[src/rtl/tblrd_pkg.sv]
`timescale 1ns/1ps
// Package: shared types for the paged table-lookup reader.
// Assumes: a single page-select bit chooses between the current page and the top page.
package tblrd_pkg;

    typedef enum logic {
        PAGE_CURRENT = 1'b0,
        PAGE_TOP     = 1'b1
    } page_sel_e;

endpackage

[src/rtl/tblrd_ptr_reg.sv]
`timescale 1ns/1ps
// Module: lookup-pointer register.
// Holds the low address bits for table reads; software writes it through a strobe.
// Assumes: synchronous active-low reset clears it to zero.
module tblrd_ptr_reg #(
    parameter int PTR_W = 8
) (
    input  logic             clk,
    input  logic             rst_n,
    input  logic             wr_en,
    input  logic [PTR_W-1:0] wr_data,
    output logic [PTR_W-1:0] ptr
);

    // Load the pointer on a write strobe; clear on reset.
    always_ff @(posedge clk) begin
        if (!rst_n) begin
            ptr <= '0;
        end else if (wr_en) begin
            ptr <= wr_data;
        end
    end


    ptr_load_chk: assert property (@(posedge clk) disable iff (!rst_n)
        wr_en |=> (ptr == $past(wr_data)));


    ptr_hold_chk: assert property (@(posedge clk) disable iff (!rst_n)
        !wr_en |=> $stable(ptr));

endmodule

[src/rtl/tblrd_addr_gen.sv]
`timescale 1ns/1ps
// Module: table-read address former.
// Concatenates page bits and the lookup pointer. Each page bit comes either from
// the program counter or is forced to one for the top page.
// Assumes: ADDR_W > PTR_W, so at least one page bit exists.
module tblrd_addr_gen
    import tblrd_pkg::*;
#(
    parameter int ADDR_W = 13,
    parameter int PTR_W  = 8
) (
    input  page_sel_e                 page_sel,
    input  logic [ADDR_W-PTR_W-1:0]   pc_page,
    input  logic [PTR_W-1:0]          ptr,
    output logic [ADDR_W-1:0]         addr
);

    localparam int PAGE_W = ADDR_W - PTR_W;

    // Low bits: straight from the pointer.
    always_comb begin
        addr[PTR_W-1:0] = ptr;
    end

    // Page bits: one selector per bit.
    for (genvar g = 0; g < PAGE_W; g++) begin : g_page_bit
        always_comb begin
            addr[PTR_W+g] = (page_sel == PAGE_TOP) ? 1'b1 : pc_page[g];
        end
    end

endmodule

[src/rtl/tblrd_seq.sv]
`timescale 1ns/1ps
// Module: two-phase table-read sequencer.
// Accepts a command when idle, holds its address for one fetch cycle, then
// raises the write phase for one cycle with the saved destination.
// Assumes: the program memory returns data one cycle after the read enable.
module tblrd_seq #(
    parameter int ADDR_W = 13,
    parameter int DM_AW  = 8
) (
    input  logic              clk,
    input  logic              rst_n,
    input  logic              cmd_valid,
    input  logic [ADDR_W-1:0] cmd_addr,
    input  logic [DM_AW-1:0]  cmd_dst,
    output logic              fetch_act,
    output logic [ADDR_W-1:0] fetch_addr,
    output logic              write_act,
    output logic [DM_AW-1:0]  write_dst
);

    logic             accept;
    logic [DM_AW-1:0] fetch_dst;

    // Accept only when no fetch is in flight.
    always_comb begin
        accept = cmd_valid && !fetch_act;
    end

    // Fetch phase flag: set by an accepted command, lasts one cycle.
    always_ff @(posedge clk) begin
        if (!rst_n) begin
            fetch_act <= 1'b0;
        end else begin
            fetch_act <= accept;
        end
    end

    // Capture address and destination of an accepted command.
    always_ff @(posedge clk) begin
        if (!rst_n) begin
            fetch_addr <= '0;
            fetch_dst  <= '0;
        end else if (accept) begin
            fetch_addr <= cmd_addr;
            fetch_dst  <= cmd_dst;
        end
    end

    // Write phase follows the fetch phase by one cycle.
    always_ff @(posedge clk) begin
        if (!rst_n) begin
            write_act <= 1'b0;
            write_dst <= '0;
        end else begin
            write_act <= fetch_act;
            if (fetch_act) begin
                write_dst <= fetch_dst;
            end
        end
    end


    fetch_then_write_chk: assert property (@(posedge clk) disable iff (!rst_n)
        fetch_act |=> write_act);


    write_needs_fetch_chk: assert property (@(posedge clk) disable iff (!rst_n)
        write_act |-> $past(fetch_act));


    busy_drop_chk: assert property (@(posedge clk) disable iff (!rst_n)
        (cmd_valid && fetch_act) |=> !fetch_act);


    busy_dst_keep_chk: assert property (@(posedge clk) disable iff (!rst_n)
        fetch_act |=> (write_dst == $past(fetch_dst)));

endmodule

[src/rtl/tblrd_high_reg.sv]
`timescale 1ns/1ps
// Module: read-only upper-byte register.
// Loads the high byte of the fetched word during the write phase only.
// Assumes: load and data arrive in the same cycle.
module tblrd_high_reg #(
    parameter int BYTE_W = 8
) (
    input  logic              clk,
    input  logic              rst_n,
    input  logic              load,
    input  logic [BYTE_W-1:0] d,
    output logic [BYTE_W-1:0] q
);

    // Capture the upper byte on load; clear on reset.
    always_ff @(posedge clk) begin
        if (!rst_n) begin
            q <= '0;
        end else if (load) begin
            q <= d;
        end
    end


    high_load_chk: assert property (@(posedge clk) disable iff (!rst_n)
        load |=> (q == $past(d)));


    high_hold_chk: assert property (@(posedge clk) disable iff (!rst_n)
        !load |=> $stable(q));

endmodule

[src/rtl/tblrd_top.sv]
`timescale 1ns/1ps
// Module: paged table-lookup reader (top).
// Forms a table address from a page and the lookup pointer and reads program
// memory. The low byte goes to data memory; the high byte goes to a read-only register.
// Assumes: synchronous program memory with one cycle of read latency, and
// WORD_W equal to twice the data-memory byte width.
module tblrd_top
    import tblrd_pkg::*;
#(
    parameter int ADDR_W = 13,
    parameter int PTR_W  = 8,
    parameter int WORD_W = 16,
    parameter int DM_AW  = 8
) (
    input  logic                    clk,
    input  logic                    rst_n,
    input  logic                    cmd_valid,
    input  logic                    cmd_last_page,
    input  logic [DM_AW-1:0]        cmd_dst,
    input  logic [ADDR_W-PTR_W-1:0] pc_page,
    input  logic                    tp_wr_en,
    input  logic [PTR_W-1:0]        tp_wr_data,
    output logic [PTR_W-1:0]        tp_rd_data,
    output logic [WORD_W/2-1:0]     th_rd_data,
    output logic                    busy,
    output logic                    pm_rd_en,
    output logic [ADDR_W-1:0]       pm_addr,
    input  logic [WORD_W-1:0]       pm_rd_data,
    output logic                    dm_wr_en,
    output logic [DM_AW-1:0]        dm_wr_addr,
    output logic [WORD_W/2-1:0]     dm_wr_data
);

    localparam int BYTE_W = WORD_W / 2;
    localparam int PAGE_W = ADDR_W - PTR_W;

    logic [PTR_W-1:0]  ptr;
    logic [ADDR_W-1:0] cmd_addr;
    page_sel_e         page_sel;
    logic              fetch_act;
    logic              write_act;
    logic [DM_AW-1:0]  write_dst;

    // Map the command's page bit onto the page-select type.
    always_comb begin
        page_sel = page_sel_e'(cmd_last_page);
    end

    tblrd_ptr_reg #(.PTR_W(PTR_W)) ptr_i (
        .clk     (clk),
        .rst_n   (rst_n),
        .wr_en   (tp_wr_en),
        .wr_data (tp_wr_data),
        .ptr     (ptr)
    );

    tblrd_addr_gen #(.ADDR_W(ADDR_W), .PTR_W(PTR_W)) addr_i (
        .page_sel (page_sel),
        .pc_page  (pc_page),
        .ptr      (ptr),
        .addr     (cmd_addr)
    );

    tblrd_seq #(.ADDR_W(ADDR_W), .DM_AW(DM_AW)) seq_i (
        .clk        (clk),
        .rst_n      (rst_n),
        .cmd_valid  (cmd_valid),
        .cmd_addr   (cmd_addr),
        .cmd_dst    (cmd_dst),
        .fetch_act  (fetch_act),
        .fetch_addr (pm_addr),
        .write_act  (write_act),
        .write_dst  (write_dst)
    );

    tblrd_high_reg #(.BYTE_W(BYTE_W)) high_i (
        .clk   (clk),
        .rst_n (rst_n),
        .load  (write_act),
        .d     (pm_rd_data[WORD_W-1:BYTE_W]),
        .q     (th_rd_data)
    );

    // Drive the external read, write and status ports from the sequencer.
    always_comb begin
        busy       = fetch_act;
        pm_rd_en   = fetch_act;
        dm_wr_en   = write_act;
        dm_wr_addr = write_dst;
        dm_wr_data = pm_rd_data[BYTE_W-1:0];
        tp_rd_data = ptr;
    end


    top_page_chk: assert property (@(posedge clk) disable iff (!rst_n)
        (cmd_valid && !busy && cmd_last_page) |=> (pm_addr[ADDR_W-1:PTR_W] == {PAGE_W{1'b1}}));


    cur_page_chk: assert property (@(posedge clk) disable iff (!rst_n)
        (cmd_valid && !busy && !cmd_last_page) |=> (pm_addr[ADDR_W-1:PTR_W] == $past(pc_page)));


    ptr_sample_chk: assert property (@(posedge clk) disable iff (!rst_n)
        (cmd_valid && !busy) |=> (pm_addr[PTR_W-1:0] == $past(tp_rd_data)));


    one_fetch_chk: assert property (@(posedge clk) disable iff (!rst_n)
        (cmd_valid && !busy) |=> (pm_rd_en && busy));

endmodule

[config.mk]
export PLATFORM = sky130hd
export DESIGN_NAME = tblrd_top
export DESIGN_NICKNAME = d
export VERILOG_FILES = /design/src/rtl/tblrd_pkg.sv /design/src/rtl/tblrd_ptr_reg.sv /design/src/rtl/tblrd_addr_gen.sv /design/src/rtl/tblrd_seq.sv /design/src/rtl/tblrd_high_reg.sv /design/src/rtl/tblrd_top.sv
export SDC_FILE = /design/constraint.sdc
export NUM_CORES = 1
export LEC_CHECK = 0
export BUFFER_PORTS_ARGS = -buffer_cell sky130_fd_sc_hd__buf_2
export CORE_ASPECT_RATIO = 0.7
export CORE_MARGIN = 10
export CORE_UTILIZATION = 46
export DETAILED_ROUTE_END_ITERATION = 8
export PLACE_DENSITY = 0.8
export SLEW_MARGIN = 15
export SYNTH_ARGS = -nofsm -noshare
export SYNTH_HDL_FRONTEND = slang
export SYNTH_SLANG_ARGS = --single-unit
[constraint.sdc]
create_clock -name clk -period 1.49 [get_ports clk]
set_clock_uncertainty 0.05 [all_clocks]
set_input_delay 0 -clock clk [delete_from_list [all_inputs] [get_ports clk]]
set_output_delay 0 -clock clk [all_outputs]
set_load 0.01 [all_outputs]
# Word-level counts from Yosys, hierarchy flattened
# Index checks and enable logic that the tools add are counted.
# totals
register_bits	47
inputBits	42
out_inout_bits	48
word_cells	14
# classes
n_mux	5
reduce_logical	2
# op_table
operator	count
two-way mux 1 bit	5
logical AND 1 bit	1
logical NOT 1 bit	1

# Depth between registers and ports, before layout
# logic_depth
ltp_word	2
depth_mapped	5
mapped_depth_nobuf	3

# By module
# A second synthesis with hierarchy kept.
# unflattened
hier_cells	195
area_unflattened_um2	1985.7
# by_module_without_submodules
module	n_inst	cells_each	area_per_inst_um2	seq_area_each_um2
tblrd_seq	1	123	1223.7	620.6
tblrd_high_reg	1	25	301.5	160.2
tblrd_ptr_reg	1	25	301.5	160.2
tblrd_addr_gen	1	13	91.3	0.0
tblrd_top	1	9	67.6	0.0

# Worst setup path after synthesis
# No wires, ideal clock.
# synth_path
path_type	flip-flop to flip-flop
from	register seq_i.fetch_act
to	register seq_i.fetch_addr[10]
setup_ns	0.122
t_arrival_ns	0.997
t_required_ns	1.318
slack_ns	0.322
path_stages_with_launch	6
n_path_buf	2
period_less_slack_ns	1.168
cell_sequence	dfxtp_1 buf_6 nand2b_4 buf_6 nor3_1 nor3b_2
# synth_between
elab_chain_cells	2
# synth_lines
item	line_no	text
from (decl)	tblrd_seq.sv:15	output logic fetch_act,
from (signal assigned)	tblrd_seq.sv:34	fetch_act <= accept;
logical NOT 1 bit	tblrd_seq.sv:26	accept = cmd_valid && !fetch_act;
logical AND 1 bit	tblrd_seq.sv:26	
to (signal assigned)	tblrd_seq.sv:44	fetch_addr <= cmd_addr;
to (decl)	tblrd_seq.sv:16	output logic [ADDR_W-1:0] fetch_addr,
# No other way between the ends.
# A chain may end at the register's enable or synchronous reset.

# Worst setup path in the final report
# layout_path
from	register seq_i.fetch_act
to	register seq_i.fetch_addr[9]
# The elaborated chain is that of the path after synthesis.

==> run summary <==
CTS Buf Count - 5
Post-synthesis simple-gate area fraction - 21.13%
CP Max Fanout - 22
Adder-cell share of the synthesized area - 0%
Maxcap violations - 0
Clock sinks - 47
Grt ovf - 0
Syn Inst Count - 191
Vias in the first global route - 1548
Reg-to-Reg Start - seq_i.fetch_act
Worst setup path end - seq_i.fetch_addr[9]
Worst setup SP type - flip-flop
Top cell type's share of synthesized area - 48.14%
CTS tree - done
Detailed Routing Iterations Pass 1 - 4
Die X - 97.91 um
P_leak - 1.174 nW
Initial Utilization - 48.65%
Final Wtd Congestion - 0.6749
Synth area leader - dfxtp_1
Ys Warns - 0
Synth cell count leaders - 47 x dfxtp_1, 32 x nand2_1, 24 x mux2i_1, 24 x nor2b_1, 17 x buf_4
Antenna Cells - 0
Area growth syn-to-layout - 35.15%
Nets - 322
Post-CTS Setup Bufs - 0
Initial antenna violation count - 0
Kind of critical path - flip-flop to flip-flop
Final WL - 4939 um
CTS clk-pin slew, worst paths - 0.08 ns
Max Clock Freq - 799.7 MHz
I/O pins - 90
Largest family of logic cells by synthesized area - simple AND/OR/NAND/NOR gates
CTS root buf - clkbuf_8
Max_slew headroom - 59.07%
Routed Antenna Nets - 0
Tmin final - 1.250 ns
Wirelength per Cell - 14.83 um
Most frequent cell after synthesis - dfxtp_1
CP required - 1.66 ns
Post-synthesis compound-gate area fraction - 8.067%
Main flop type after synthesis - dfxtp_1
# DRC - 0
R2r worst-path depth - 3
Via count - 1537
Detail Placement HPWL - 3052 um
Port Buf Inserts - 73
Synth cell types - 21
H-tree depth - 2
Vias per cell - 4.616
Synthesized area - 0.001954 mm^2
Fillcell total - 328
Max Slew Vio Count - 0
First-pass GRT wire length - 7790 um
CTS Hold Buffers Added - 37
Share of cells above drive strength 1 - 34.88%
Die Y - 74.54 um
Mux share of post-synthesis cell area - 12.29%
Core area - 0.004018 mm^2
Total track usage - 13.09%
CTS Buffer Depth - 2
Clock Latency Late Sink - 0.30 ns
Initial DRC Count - 36
Largest net degree at the start of global routing - 48
# rows - 19
Crit share post-route - 83.93%
Pwr Density - 932.3 mW/mm^2
R2R setup slack - 0.24 ns
Final hold violation count - 0
Mapped Nets - 233
Number of flops mapped to enable cells by yosys - 0
Xor/xnor share of the synthesized area - 0%
Arrival @ worst endpoint - 1.43 ns
Largest cells by area after synthesis - dfxtp_1 48%, mux2i_1 12%, nor2b_1 7.7%
HP Class - primary input to flip-flop
Mean post-synth cell area - 10.23 um^2
Post-CTS Resized - 0
Asr flop ratio synth - 0%
#FFs+latches synth - 47
Crit. End Element - flip-flop
RSZ-0062 raised after global routing - no
Reg-to-reg endpoint - seq_i.fetch_addr[9]
DIE AREA - 0.007297 mm^2
Total Neg Setup Slack - 0 ns
Maximum vdd drop - 0.7593 mV
Worst Max-Slew Pin Slew - 0.6140 ns
Outcome - completed
Total Power - 2.462 mW
Crit path from - seq_i.fetch_act
Final setup viols - 0
Hold_ws - 0.02756 ns
Post-synthesis sequential area ratio - 48.14%
critical path, stage by stage, from the launching register on:
cell,delay (ns)
dfxtp_1,0.35
and2b_2,0.49
nor2_1,0.10
nor3b_2,0.18
through the flow:
stage               area, um^2  std cells  util (%)  setup WS [ns]
floorplan                 1954        191         -         0.3217
global placement          2190        288     54.50         0.3002
detailed placement        2190        288     54.50         0.2261
CTS                       2641        333     65.74         0.2121
global route              2641        333     65.74        0.06928
finish                    2641        333     65.74         0.2395
sequential cells by signal (all words and copies together), names as in the netlist:
signal and flops:
seq_i.fetch_addr 13, high_i.q 8, ptr_i.ptr 8, seq_i.fetch_dst 8, seq_i.write_dst 8, seq_i.fetch_act 1
seq_i.write_act 1
cell type report:
cell class,count,area (um^2),area share [%]
Tap cell,52,65.06,2.463
Sequential cell,47,940.9,35.62
Clock buffer,7,76.32,2.890
Multi-Input combinational cell,115,810.8,30.70
Timing Repair Buffer,111,743.2,28.14
Clock inverter,1,5.005,0.1895
layout by cell type (no fill, tap or decap), drive strengths merged:
cell	instances
a21boi	16
clkbuf	7
and2	2
nand2	32
nor2	5
mux2i	24
nor2b	24
nand2b	1
clkinv	1
dlygate4sd3	37
nor3b	5
buf	74
dfxtp	47
nor3	5
and2b	1
how the worst min path moves through the flow:
stage	cells past startpoint	startpoint	endpoint
6_report	3	cmd_last_page	seq_i.fetch_addr[8]
3_5_place_dp	0	pm_rd_data[0]	dm_wr_data[0]
5_1_grt	3	cmd_last_page	seq_i.fetch_addr[8]
2_1_floorplan	1	pm_rd_data[0]	dm_wr_data[0]
4_1_cts	3	cmd_last_page	seq_i.fetch_addr[8]
3_3_place_gp	0	pm_rd_data[0]	dm_wr_data[0]
per-layer routing:
layer / global-route usage, % / vias to the layer above / wire [um]
li1: - / 773 / -
met1: 15.07 / 700 / 2103
met2: 21.31 / 59 / 2292
met3: 6.753 / 5 / 507
met4: 3.376 / 0 / 35
met5: 0 / - / 0
kinds of logic after synthesis:
kind of cell	after synthesis
compound gates	16
buf+inv	29
flops	47
mux	24
simple gates	75
power by group:
part           internal, mW  switching (mW)
clock network         0.330           0.409
logic                 0.206           0.170
registers              1.31          0.0357
total                  1.85           0.614
(Power assumes the default switching activity.)
